## config.mk

```make
export PLATFORM = sky130hd
export DESIGN_NAME = hp_slot_ctl
export DESIGN_NICKNAME = d
export VERILOG_FILES = /design/src/rtl/hp_slot_ctl.sv
export SDC_FILE = /design/constraint.sdc
export NUM_CORES = 1
export LEC_CHECK = 0
export BUFFER_PORTS_ARGS = -buffer_cell sky130_fd_sc_hd__clkbuf_2
export CAP_MARGIN = 20
export CELL_PAD_IN_SITES_DETAIL_PLACEMENT = 1
export CELL_PAD_IN_SITES_GLOBAL_PLACEMENT = 2
export CORE_AREA = 3 3 77 107
export DETAILED_ROUTE_END_ITERATION = 16
export DIE_AREA = 0 0 80 110
export GPL_TIMING_DRIVEN = 1
export PLACE_DENSITY = 0.82
export SYNTH_ARGS = -nofsm -noshare
export SYNTH_HDL_FRONTEND = slang
export SYNTH_SLANG_ARGS = --single-unit
```

## constraint.sdc

```tcl
create_clock -name clk -period 2.6 [get_ports clk]
set_input_delay 0 -clock clk [delete_from_list [all_inputs] [get_ports clk]]
set_output_delay 0 -clock clk [all_outputs]
set_load 0.05 [all_outputs]
```

## src/rtl/hp_slot_ctl.sv

```systemverilog
module hp_slot_ctl #(
  parameter int          ADDR_W   = 12,
  parameter int          DATA_W   = 16,
  parameter logic [11:0] CTL_ADDR = 12'hA8,
  parameter logic [11:0] STS_ADDR = 12'hAA
) (
  input  logic              clk,
  input  logic              rst_n,
  input  logic              hp_capable,
  input  logic              strict_mode,
  input  logic              cfg_wr,
  input  logic [ADDR_W-1:0] cfg_addr,
  input  logic [DATA_W-1:0] cfg_wdata,
  output logic [DATA_W-1:0] cfg_rdata,
  output logic              cmd_valid,
  input  logic              cmd_ready,
  output logic [DATA_W-1:0] cmd_data,
  input  logic              cmd_done
);
  localparam int CC_BIT  = 4;
  localparam int OVL_BIT = 15;
  localparam logic [DATA_W-1:0] FIELD_MASK = DATA_W'(16'h0FC0);

  typedef enum logic [1:0] {S_IDLE, S_OFFER, S_WAIT} st_t;

  st_t              st;
  logic [DATA_W-1:0] ctl_q, cmd_q;
  logic              cc_q, ovl_q, again_q;

  logic wr_ctl, wr_sts, fields_chg, new_cmd, busy, done_ok;
  logic [DATA_W-1:0] ctl_nxt, sts_val;

  assign wr_ctl     = cfg_wr && (cfg_addr == ADDR_W'(CTL_ADDR));
  assign wr_sts     = cfg_wr && (cfg_addr == ADDR_W'(STS_ADDR));
  assign ctl_nxt    = wr_ctl ? cfg_wdata : ctl_q;
  assign fields_chg = |((cfg_wdata ^ ctl_q) & FIELD_MASK);
  assign new_cmd    = wr_ctl && hp_capable && (strict_mode || fields_chg);
  assign busy       = (st != S_IDLE);
  assign done_ok    = (st == S_WAIT) && cmd_done;

  always_comb begin
    sts_val          = '0;
    sts_val[CC_BIT]  = cc_q;
    sts_val[OVL_BIT] = ovl_q;
  end

  assign cfg_rdata = (cfg_addr == ADDR_W'(CTL_ADDR)) ? ctl_q :
                     (cfg_addr == ADDR_W'(STS_ADDR)) ? sts_val : '0;
  assign cmd_valid = (st == S_OFFER);
  assign cmd_data  = cmd_q;

  always_ff @(posedge clk) begin
    if (!rst_n) begin
      st      <= S_IDLE;
      ctl_q   <= '0;
      cmd_q   <= '0;
      cc_q    <= 1'b0;
      ovl_q   <= 1'b0;
      again_q <= 1'b0;
    end else begin
      ctl_q <= ctl_nxt;
      cc_q  <= (cc_q  & ~(wr_sts & cfg_wdata[CC_BIT]))  | done_ok;
      ovl_q <= (ovl_q & ~(wr_sts & cfg_wdata[OVL_BIT])) | (new_cmd & busy);
      case (st)
        S_IDLE: if (new_cmd) begin
          st    <= S_OFFER;
          cmd_q <= cfg_wdata;
        end
        S_OFFER: begin
          if (cmd_ready) st <= S_WAIT;
          if (new_cmd) again_q <= 1'b1;
        end
        S_WAIT: begin
          if (cmd_done) begin
            if (again_q || new_cmd) begin
              st      <= S_OFFER;
              cmd_q   <= ctl_nxt;
              again_q <= 1'b0;
            end else begin
              st <= S_IDLE;
            end
          end else if (new_cmd) begin
            again_q <= 1'b1;
          end
        end
        default: st <= S_IDLE;
      endcase
    end
  end

  a_r6_offer_held: assert property (@(posedge clk) disable iff (!rst_n)
    cmd_valid && !cmd_ready |=> cmd_valid && $stable(cmd_data));

  a_r6_cc_after_done: assert property (@(posedge clk) disable iff (!rst_n)
    $rose(cc_q) |-> $past(cmd_done) && $past(st == S_WAIT));

  a_r6_stray_done: assert property (@(posedge clk) disable iff (!rst_n)
    (st == S_IDLE) && !cc_q |=> !cc_q);

  a_r7_w1c: assert property (@(posedge clk) disable iff (!rst_n)
    wr_sts && cfg_wdata[CC_BIT] && !done_ok |=> !cc_q);

  a_r5_no_cmd_uncapable: assert property (@(posedge clk) disable iff (!rst_n)
    (st == S_IDLE) && wr_ctl && !hp_capable |=> !cmd_valid);

  a_r4_legacy_quiet: assert property (@(posedge clk) disable iff (!rst_n)
    (st == S_IDLE) && wr_ctl && !strict_mode && !fields_chg |=> !cmd_valid);

  a_r3_strict_cmd: assert property (@(posedge clk) disable iff (!rst_n)
    (st == S_IDLE) && wr_ctl && hp_capable && strict_mode
    |=> cmd_valid && (cmd_data == $past(cfg_wdata)));
endmodule

```

==> results of run 1 <==
logic make-up (layout without fill, tap and decap cells):
logic type,Yosys count,after routing
AOI/OAI and AO/OA,61,61
adders and majority gates,4,4
and+or+nand+nor,86,86
xor gates and xnor gates,6,6
buffers and inverters,24,105
DFF,37,37
muxes,18,18
power groups by stage:
stage          clock (uW)  sequential [uW]  combinational, uW
3_3_place_gp            0              580               83.7
6_report              586              566                103
3_5_place_dp            0              580               84.0
4_1_cts               608              566                103
2_1_floorplan           0              580               38.1
5_1_grt               639              566                112
synthesized netlist by cell type:
cell type / instances / area share [%]
o21ai_0: 4 / 0.95
nor2_1: 5 / 0.89
o21a_1: 1 / 0.36
mux2_2: 10 / 5.3
nor4_4: 1 / 1.0
o211ai_1: 12 / 4.3
and4bb_2: 1 / 0.59
buf_6: 1 / 0.53
inv_1: 9 / 1.6
a21boi_0: 10 / 3.6
mux2i_1: 8 / 3.8
nor3_1: 1 / 0.24
a21boi_1: 9 / 3.2
nand4_4: 1 / 1.0
or4bb_1: 1 / 0.53
dfxtp_1: 37 / 35
a2111oi_4: 1 / 1.3
clkbuf_1: 8 / 1.4
buf_8: 1 / 0.71
a211o_1: 1 / 0.42
a221o_1: 1 / 0.47
nor4_2: 1 / 0.59
o22ai_1: 1 / 0.30
a41o_1: 1 / 0.47
nand3_1: 1 / 0.24
nand2_1: 53 / 9.4
nand4b_1: 1 / 0.42
and2_1: 14 / 4.1
or2_1: 1 / 0.30
ha_1: 4 / 2.4
and4_1: 1 / 0.42
nor3b_4: 1 / 0.89
o31ai_1: 1 / 0.36
o21ai_2: 10 / 4.1
xor2_1: 6 / 2.5
buf_2: 3 / 0.71
o221a_2: 1 / 0.53
nor2b_1: 1 / 0.30
buf_4: 2 / 0.71
nor3b_1: 1 / 0.36
o211a_1: 5 / 2.4
nand2b_1: 1 / 0.30
a21oi_1: 2 / 0.47
o31a_1: 1 / 0.42
state kept, by name, indices dropped and copies added, names as in the netlist:
register / flops
again_q: 1
cc_q: 1
cmd_data: 16
ctl_q: 16
ovl_q: 1
st: 2
critical path: cells and delay by family (launching register included):
kind	cells	cell delay [ps]
adders and majority gates	1	240
and+or+nand+nor	2	640
DFF	1	380
AOI/OAI and AO/OA	3	850
buffers and inverters	1	90
final cells by class:
class	count	area share, %
Tap cell	97	4.31
Inverter	9	1.20
Clock buffer	5	2.45
Sequential cell	37	26.3
Clock inverter	3	2.31
Multi-Input combinational cell	175	44.4
Timing Repair Buffer	88	19.0
routing by layer:
| layer | global-route usage, % | part of all wire (%) | routed length [um] |
|---|---|---|---|
| met4 | 4.71 | 1.1 | 65 |
| met1 | 17.1 | 44 | 2620 |
| met2 | 24.6 | 52 | 3120 |
| met3 | 2.76 | 3.5 | 209 |
| met5 | 0 | 0 | 0 |
path summary, 6_finish.rpt:
path                                          startpoint                       end  slack, ps  cells after the start
worst max-delay path                  st[0]$_SDFFE_PN0P_  cmd_data[9]$_SDFFE_PN0P_        280                      7
worst min-delay path                               rst_n          ovl_q$_SDFF_PN0_         40                      2
worst min register to register  cmd_data[1]$_SDFFE_PN0P_  cmd_data[1]$_SDFFE_PN0P_        460                      2
worst max register to register        st[0]$_SDFFE_PN0P_  cmd_data[9]$_SDFFE_PN0P_        280                      7
through the flow:
stage	hold WS [ps]	worst slack, ps	cells	power (uW)
final	43.4	279	414	1250
after global routing	55.7	51.4	414	1320
after CTS	25.6	246	414	1280
after detailed placement	261	260	390	663
after global placement	248	356	390	663
after floorplan	139	739	236	618
==> results.json, run 1 <==
{
  "status": "finished, final reports clean",
  "fin_crit_ps": 2320,
  "tightestPinTransition_ps": 791,
  "worstPathRequired_ps": 2780,
  "rsz0062_at_grt": "false",
  "clk_latency_ps": 280,
  "comb_power_share_pct": 8.2,
  "max_stage_delay_ps": 520,
  "portBuffers": 67,
  "cts_resized": 0,
  "synth_compound_area_share_pct": 23.6,
  "p_int_uw": 1000,
  "grt_pass1_wl_um": 9590,
  "dieHeight_um": 110,
  "grt_antenna_before_repair": 0,
  "critical_path_class": "reg2reg",
  "cts_root_buf": "clkbuf_8",
  "cts_hold_buf": 16,
  "die_x_um": 80,
  "synthMuxAreaShare_pct": 9.13,
  "syn2layout_area_growth_pct": 33.3,
  "clk_path_buf_depth": 2,
  "synth_top_family_by_area": "compound AO/OA/AOI/OAI gates",
  "finalCritPeriodShare_pct": 89.3,
  "syn_avg_cell_area_um2": 8.94,
  "clk_pin_slew_ps": 70,
  "critPathSlowestCell": "or2_1",
  "netlist_area_um2": 2110,
  "powerDensity_nw_per_um2": 446,
  "synth_cells": 236,
  "synth_warnings": 0,
  "cp-start-kind": "flop",
  "grt_pass1_vias": 1973,
  "drt_first_pass_iters": 4,
  "post_cts_buffers": 0,
  "end_kind": "flop",
  "p_switching_uw": 253,
  "initial_utilization_pct": 28.5,
  "numCtsBuffers": 5,
  "io_pins": 68,
  "relSlewSlack_pct": 47.3,
  "h-tree-depth": 2,
  "dr_total_vias": 1950,
  "synth_xor_area_share_pct": 2.49,
  "setup-violations-final": 0,
  "ys_seq_elements": 37,
  "synthSimpleGateAreaFrac_pct": 21.6,
  "drt_iter0_drc": 86,
  "placed_area_um2": 2520,
  "grt_max_degree": 44,
  "fill_cells": 898,
  "maxCapViolations": 0,
  "path_cells": "inv_1 -> ha_1 -> nand2_1 -> a21boi_0 -> a2111oi_4 -> or2_1 -> o211a_1",
  "vias_per_cell": 4.71,
  "gp_congestion": 0.822,
  "clock_power_share_pct": 46.7,
  "clock_skew_ps": 5.79,
  "worst_ep_arrival_time_ps": 2500,
  "wirelength_um": 6020,
  "hpwl_um": 4520,
  "final_nets": 355,
  "die_area_um2": 8800,
  "final_common_cell": "clkbuf_2",
  "hold_path.class": "in2reg",
  "clock_sinks": 37,
  "worstPathMaxFanout": 16,
  "power_leakage_uw": 0.00128,
  "layout-drive-gt1-share_pct": 33.8,
  "ir_drop_uv": 385,
  "fin_util_pct": 38.0,
  "seqPwrFrac_pct": 45.1,
  "fin_setup_tns_ps": 0,
  "row_count": 37,
  "wl_per_cell_um": 14.5,
  "cts_tree": "done",
  "layout_common_cells": "clkbuf_2, nand2_1, dfxtp_1, dlygate4sd3_1, and2_1",
  "grt_overflow": 0,
  "ys_types": 44,
  "diodes": 0,
  "core_um2": 7410,
  "ant_nets": 0,
  "finalMaxSlewViolations": 0,
  "final_design_area_no_fill_um2": 2810,
  "fmax_ghz": 0.431,
  "synth_adder_area_share_pct": 2.37,
  "seq_area_frac_synth_pct": 35.1,
  "drc_errors": 0,
  "switching_share_pct": 20.2,
  "synthesis.nets": 275,
  "multi_input_area_um2": 1250,
  "grtUsageTotal_pct": 14.1,
  "hold_violations": 0,
  "regArea_um2": 741
}
Power figures use the tool's default switching activity.
==> inputs of run 2 (changes only) <==
Settings changed: CORE_AREA 3 3 77 107 to 3 3 75 106, CTS_BUF_LIST set to sky130_fd_sc_hd__clkbuf_8, DIE_AREA 0 0 80 110 to 0 0 78 109, PLACE_DENSITY 0.82 to 0.84.
==> results.json, run 2 (synthesized netlist as in run 1, its figures left out) <==
{
  "cts_resized": 0,
  "ant_nets": 0,
  "hold_path.class": "in2reg",
  "cts_root_buf": "clkbuf_8",
  "seqPwrFrac_pct": 48.3,
  "clk_pin_slew_ps": 80,
  "hold_violations": 0,
  "dieHeight_um": 109,
  "wirelength_um": 6190,
  "comb_power_share_pct": 8.9,
  "tightestPinTransition_ps": 811,
  "ir_drop_uv": 202,
  "clock_power_share_pct": 42.8,
  "r2r-end": "cmd_data[9]$_SDFFE_PN0P_",
  "setup-violations-final": 0,
  "fin_ws_ps": 280,
  "io_pins": 68,
  "worstPathMaxFanout": 16,
  "grt_max_degree": 27,
  "hpwl_um": 4570,
  "fill_cells": 871,
  "grt_pass1_wl_um": 10100,
  "wl_per_cell_um": 15.0,
  "layout_common_cells": "clkbuf_2, nand2_1, dfxtp_1, dlygate4sd3_1, and2_1",
  "status": "finished, final reports clean",
  "die_x_um": 78,
  "regToRegSetupSlack_ps": 280,
  "powerDensity_nw_per_um2": 420,
  "relSlewSlack_pct": 45.9,
  "dp_worst_setup_slack_ps": 233,
  "vias_per_cell": 4.69,
  "initial_utilization_pct": 30.0,
  "final_nets": 355,
  "core_um2": 7030,
  "max_stage_delay_ps": 530,
  "r2r_start": "st[0]$_SDFFE_PN0P_",
  "syn2layout_area_growth_pct": 32.1,
  "finalCritPeriodShare_pct": 89.2,
  "numCtsBuffers": 5,
  "p_int_uw": 905,
  "critical_path_class": "reg2reg",
  "rr_worst_depth": 7,
  "row_count": 36,
  "cts_tree": "done",
  "power_leakage_uw": 0.00127,
  "fmax_ghz": 0.431,
  "drt_iter0_drc": 70,
  "fin_crit_ps": 2320,
  "clock_skew_ps": 11.3,
  "worst_ep_arrival_time_ps": 2510,
  "drt_first_pass_iters": 4,
  "grtUsageTotal_pct": 15.0,
  "crit_end": "cmd_data[9]$_SDFFE_PN0P_",
  "final_common_cell": "clkbuf_2",
  "worstPathRequired_ps": 2790,
  "clock_sinks": 37,
  "finalMaxSlewViolations": 0,
  "gp_congestion": 0.792,
  "grt_antenna_before_repair": 0,
  "rsz0062_at_grt": "false",
  "end_kind": "flop",
  "finalPower_uw": 1170,
  "grt_overflow": 0,
  "maxCapViolations": 0,
  "critPathSlowestCell": "or2_1",
  "portBuffers": 67,
  "crit_start": "st[0]$_SDFFE_PN0P_",
  "path_cells": "inv_1 -> ha_1 -> nand2_1 -> a21boi_0 -> a2111oi_4 -> or2_1 -> o211a_1",
  "layout-drive-gt1-share_pct": 33.4,
  "switching_share_pct": 22.8,
  "grt_pass1_vias": 2084,
  "fin_setup_tns_ps": 0,
  "die_area_um2": 8500,
  "dr_total_vias": 1934,
  "clk_latency_ps": 290,
  "clk_path_buf_depth": 2,
  "whs_ps": 53.1,
  "h-tree-depth": 2,
  "p_switching_uw": 267,
  "cp-start-kind": "flop",
  "drc_errors": 0,
  "diodes": 0
}
[run 2: cell count changes in the layout (fill, tap and decap cells not counted)]
cell	previous run	this run
bufinv_16	2	1
clkinv_2	1	0
clkinv_4	0	1
inv_1	9	10
[run 2: worst max-delay path: cells and delay by family (launching register included)]
| kind | cells | cell delay [ps] |
|---|---|---|
| DFF | 1 | 380 |
| adders and majority gates | 1 | 240 |
| AOI/OAI and AO/OA | 3 | 840 |
| and+or+nand+nor | 2 | 660 |
| buffers and inverters | 1 | 90 |
[run 2: how the worst min path moves through the flow]
stage             startpoint                    to  cells after the start
6_report            cmd_done       cc_q$_SDFF_PN0_                      3
5_1_grt             cmd_done       cc_q$_SDFF_PN0_                      3
4_1_cts             cmd_done       cc_q$_SDFF_PN0_                      3
3_5_place_dp   cfg_wdata[12]  ctl_q[12]$_SDFF_PN0_                      3
3_3_place_gp    cfg_wdata[3]   ctl_q[3]$_SDFF_PN0_                      3
2_1_floorplan  cfg_wdata[10]  ctl_q[10]$_SDFF_PN0_                      2
[run 2: final cells by class]
cell class | instances | area [um2] | area share (%)
inverters | 9 | 33.8 | 1.21
well taps | 95 | 119 | 4.26
flip-flops and latches | 37 | 741 | 26.6
repair buffers | 88 | 533 | 19.1
clock inverters | 3 | 42.5 | 1.53
clock buffers | 5 | 68.8 | 2.47
multi-input cells | 175 | 1250 | 44.8
[run 2: power by group through the flow]
stage | Sequential (uW) | Clock (uW) | Combinational [uW]
6_report | 566 | 502 | 104
3_5_place_dp | 580 | 0 | 85.5
4_1_cts | 566 | 512 | 105
3_3_place_gp | 580 | 0 | 83.9
5_1_grt | 566 | 547 | 114
2_1_floorplan | 580 | 0 | 38.1
[run 2: layer usage]
layer	vias up	share of wire, %	track usage [%]
li1	979	-	-
met1	903	45	17.7
met2	41	50	27.0
met3	11	3.2	2.48
met4	0	1.9	5.50
met5	-	0	0
[run 2: repair_timing]
| action | in CTS | in global routing |
|---|---|---|
| endpoints found under the hold margin | 16 | 0 |
| setup buffers | 0 | 0 |
| hold buffers | 16 | 0 |
| endpoints found under the setup margin | 0 | 0 |
[run 2: stage by stage]
step                      cells  instance area [um2]  util, %
after global routing        412                 2790     39.7
after CTS                   412                 2790     39.7
after floorplan             236                 2110        -
after detailed placement    388                 2520     35.8
after global placement      388                 2520     35.8
final                       412                 2790     39.7
==> inputs of run 3 (changes only) <==
Settings changed: BUFFER_PORTS_ARGS -buffer_cell sky130_fd_sc_hd__clkbuf_2 to -buffer_cell sky130_fd_sc_hd__buf_2.
==> results.json, run 3 (synthesized netlist as in run 1, its figures left out) <==
{
  "status": "finished, final reports clean",
  "die_x_um": 78,
  "wl_met3_um": 171,
  "drc_errors": 0,
  "wirelength_um": 6190,
  "post_cts_buffers": 0,
  "drt_first_pass_iters": 4,
  "powerDensity_nw_per_um2": 404,
  "initial_utilization_pct": 30.0,
  "h-tree-depth": 2,
  "finalCritPeriodShare_pct": 90.1,
  "max_stage_delay_ps": 540,
  "dr_total_vias": 1932,
  "grt_antenna_before_repair": 0,
  "final_common_cell": "buf_2",
  "path_cells": "inv_1 -> ha_1 -> nand2_1 -> a21boi_0 -> a2111oi_4 -> or2_1 -> o211a_1",
  "fin_crit_ps": 2340,
  "grt_pass1_vias": 2040,
  "layout-drive-gt1-share_pct": 33.9,
  "power_leakage_uw": 0.00128,
  "dieHeight_um": 109,
  "worst_ep_arrival_time_ps": 2520,
  "clk_path_buf_depth": 2,
  "cp-start-kind": "flop",
  "layout_common_cells": "buf_2, nand2_1, dfxtp_1, dlygate4sd3_1, and2_1",
  "wl_per_cell_um": 15.1,
  "hpwl_um": 4660,
  "hold_path.class": "in2reg",
  "dp_worst_setup_slack_ps": 228,
  "diodes": 0,
  "clk_latency_ps": 290,
  "io_pins": 68,
  "cts_tree": "done",
  "fmax_ghz": 0.427,
  "grt_pass1_wl_um": 9970,
  "rsz0062_at_grt": "false",
  "portBuffers": 67,
  "hold_violations": 0,
  "gp_congestion": 0.795,
  "ant_nets": 0,
  "finalPower_uw": 1120,
  "fin_util_pct": 39.4,
  "met1_length_um": 2750,
  "clock_skew_ps": 9.96,
  "clk_pin_slew_ps": 80,
  "cts_root_buf": "clkbuf_8",
  "whs_ps": 13.1,
  "clock_sinks": 37,
  "drt_iter0_drc": 51,
  "setup-violations-final": 0,
  "highest_layer": "met4",
  "grt_overflow": 0,
  "critPathSlowestCell": "or2_1",
  "grtUsageTotal_pct": 14.9,
  "critical_path_class": "reg2reg",
  "grt_max_degree": 32,
  "ir_drop_uv": 220,
  "vias_per_cell": 4.70,
  "worstPathRequired_ps": 2780,
  "end_kind": "flop",
  "numCtsBuffers": 5,
  "row_count": 36,
  "syn2layout_area_growth_pct": 31.1,
  "maxCapViolations": 0,
  "core_um2": 7030,
  "final_nets": 354,
  "worstPathMaxFanout": 16,
  "finalMaxSlewViolations": 0,
  "tightestPinTransition_ps": 824,
  "dr_wl_met2_um": 3180,
  "die_area_um2": 8500,
  "fin_setup_tns_ps": 0,
  "fin_ws_ps": 257,
  "relSlewSlack_pct": 45.1
}
## run 3: final cells by class
type | instances | area (um2)
Clock buffer | 7 | 96.3
Clock inverter | 1 | 5.00
Fill cell | 884 | 4260
Inverter | 9 | 33.8
Multi-Input combinational cell | 175 | 1250
Sequential cell | 37 | 741
Tap cell | 95 | 119
Timing Repair Buffer | 87 | 523
## run 3: through the flow
stage / cells / cell area, um2
2_1_floorplan: 236 / 2110
3_3_place_gp: 388 / 2520
3_5_place_dp: 388 / 2520
4_1_cts: 411 / 2770
5_1_grt: 411 / 2770
6_report: 411 / 2770
## run 3: worst paths after layout
path / startpoint / end / slack, ps / depth (start not counted)
hold / removal: cfg_wdata[4] / ctl_q[4]$_SDFF_PN0_ / 10 / 3
hold reg to reg: cmd_data[15]$_SDFFE_PN0P_ / cmd_data[15]$_SDFFE_PN0P_ / 460 / 2
setup reg to reg: st[0]$_SDFFE_PN0P_ / cmd_data[12]$_SDFFE_PN0P_ / 260 / 7
setup / recovery: st[0]$_SDFFE_PN0P_ / cmd_data[12]$_SDFFE_PN0P_ / 260 / 7
## run 3: metal layers
metal,vias to the layer above,global-route usage [%]
li1,974,-
met5,-,0
met3,7,2.56
met4,0,4.38
met1,914,18.1
met2,37,26.8
## run 3: report_power, final
| part | internal, uW | switching, uW |
|---|---|---|
| registers | 566 | 0.0391 |
| clock network | 240 | 210 |
| logic | 53.7 | 47.9 |
## run 3: repair_timing
action                    in CTS  in global routing
hold endpoints to repair      15                  0
hold buffers                  15                  0
resized for setup              0                  0
## run 3: critical path: cells and delay by family, from the launching register on
kind / cells / cell delay, ps
and+or+nand+nor: 2 / 670
DFF: 1 / 390
adders and majority gates: 1 / 240
AOI/OAI and AO/OA: 3 / 840
buffers and inverters: 1 / 80
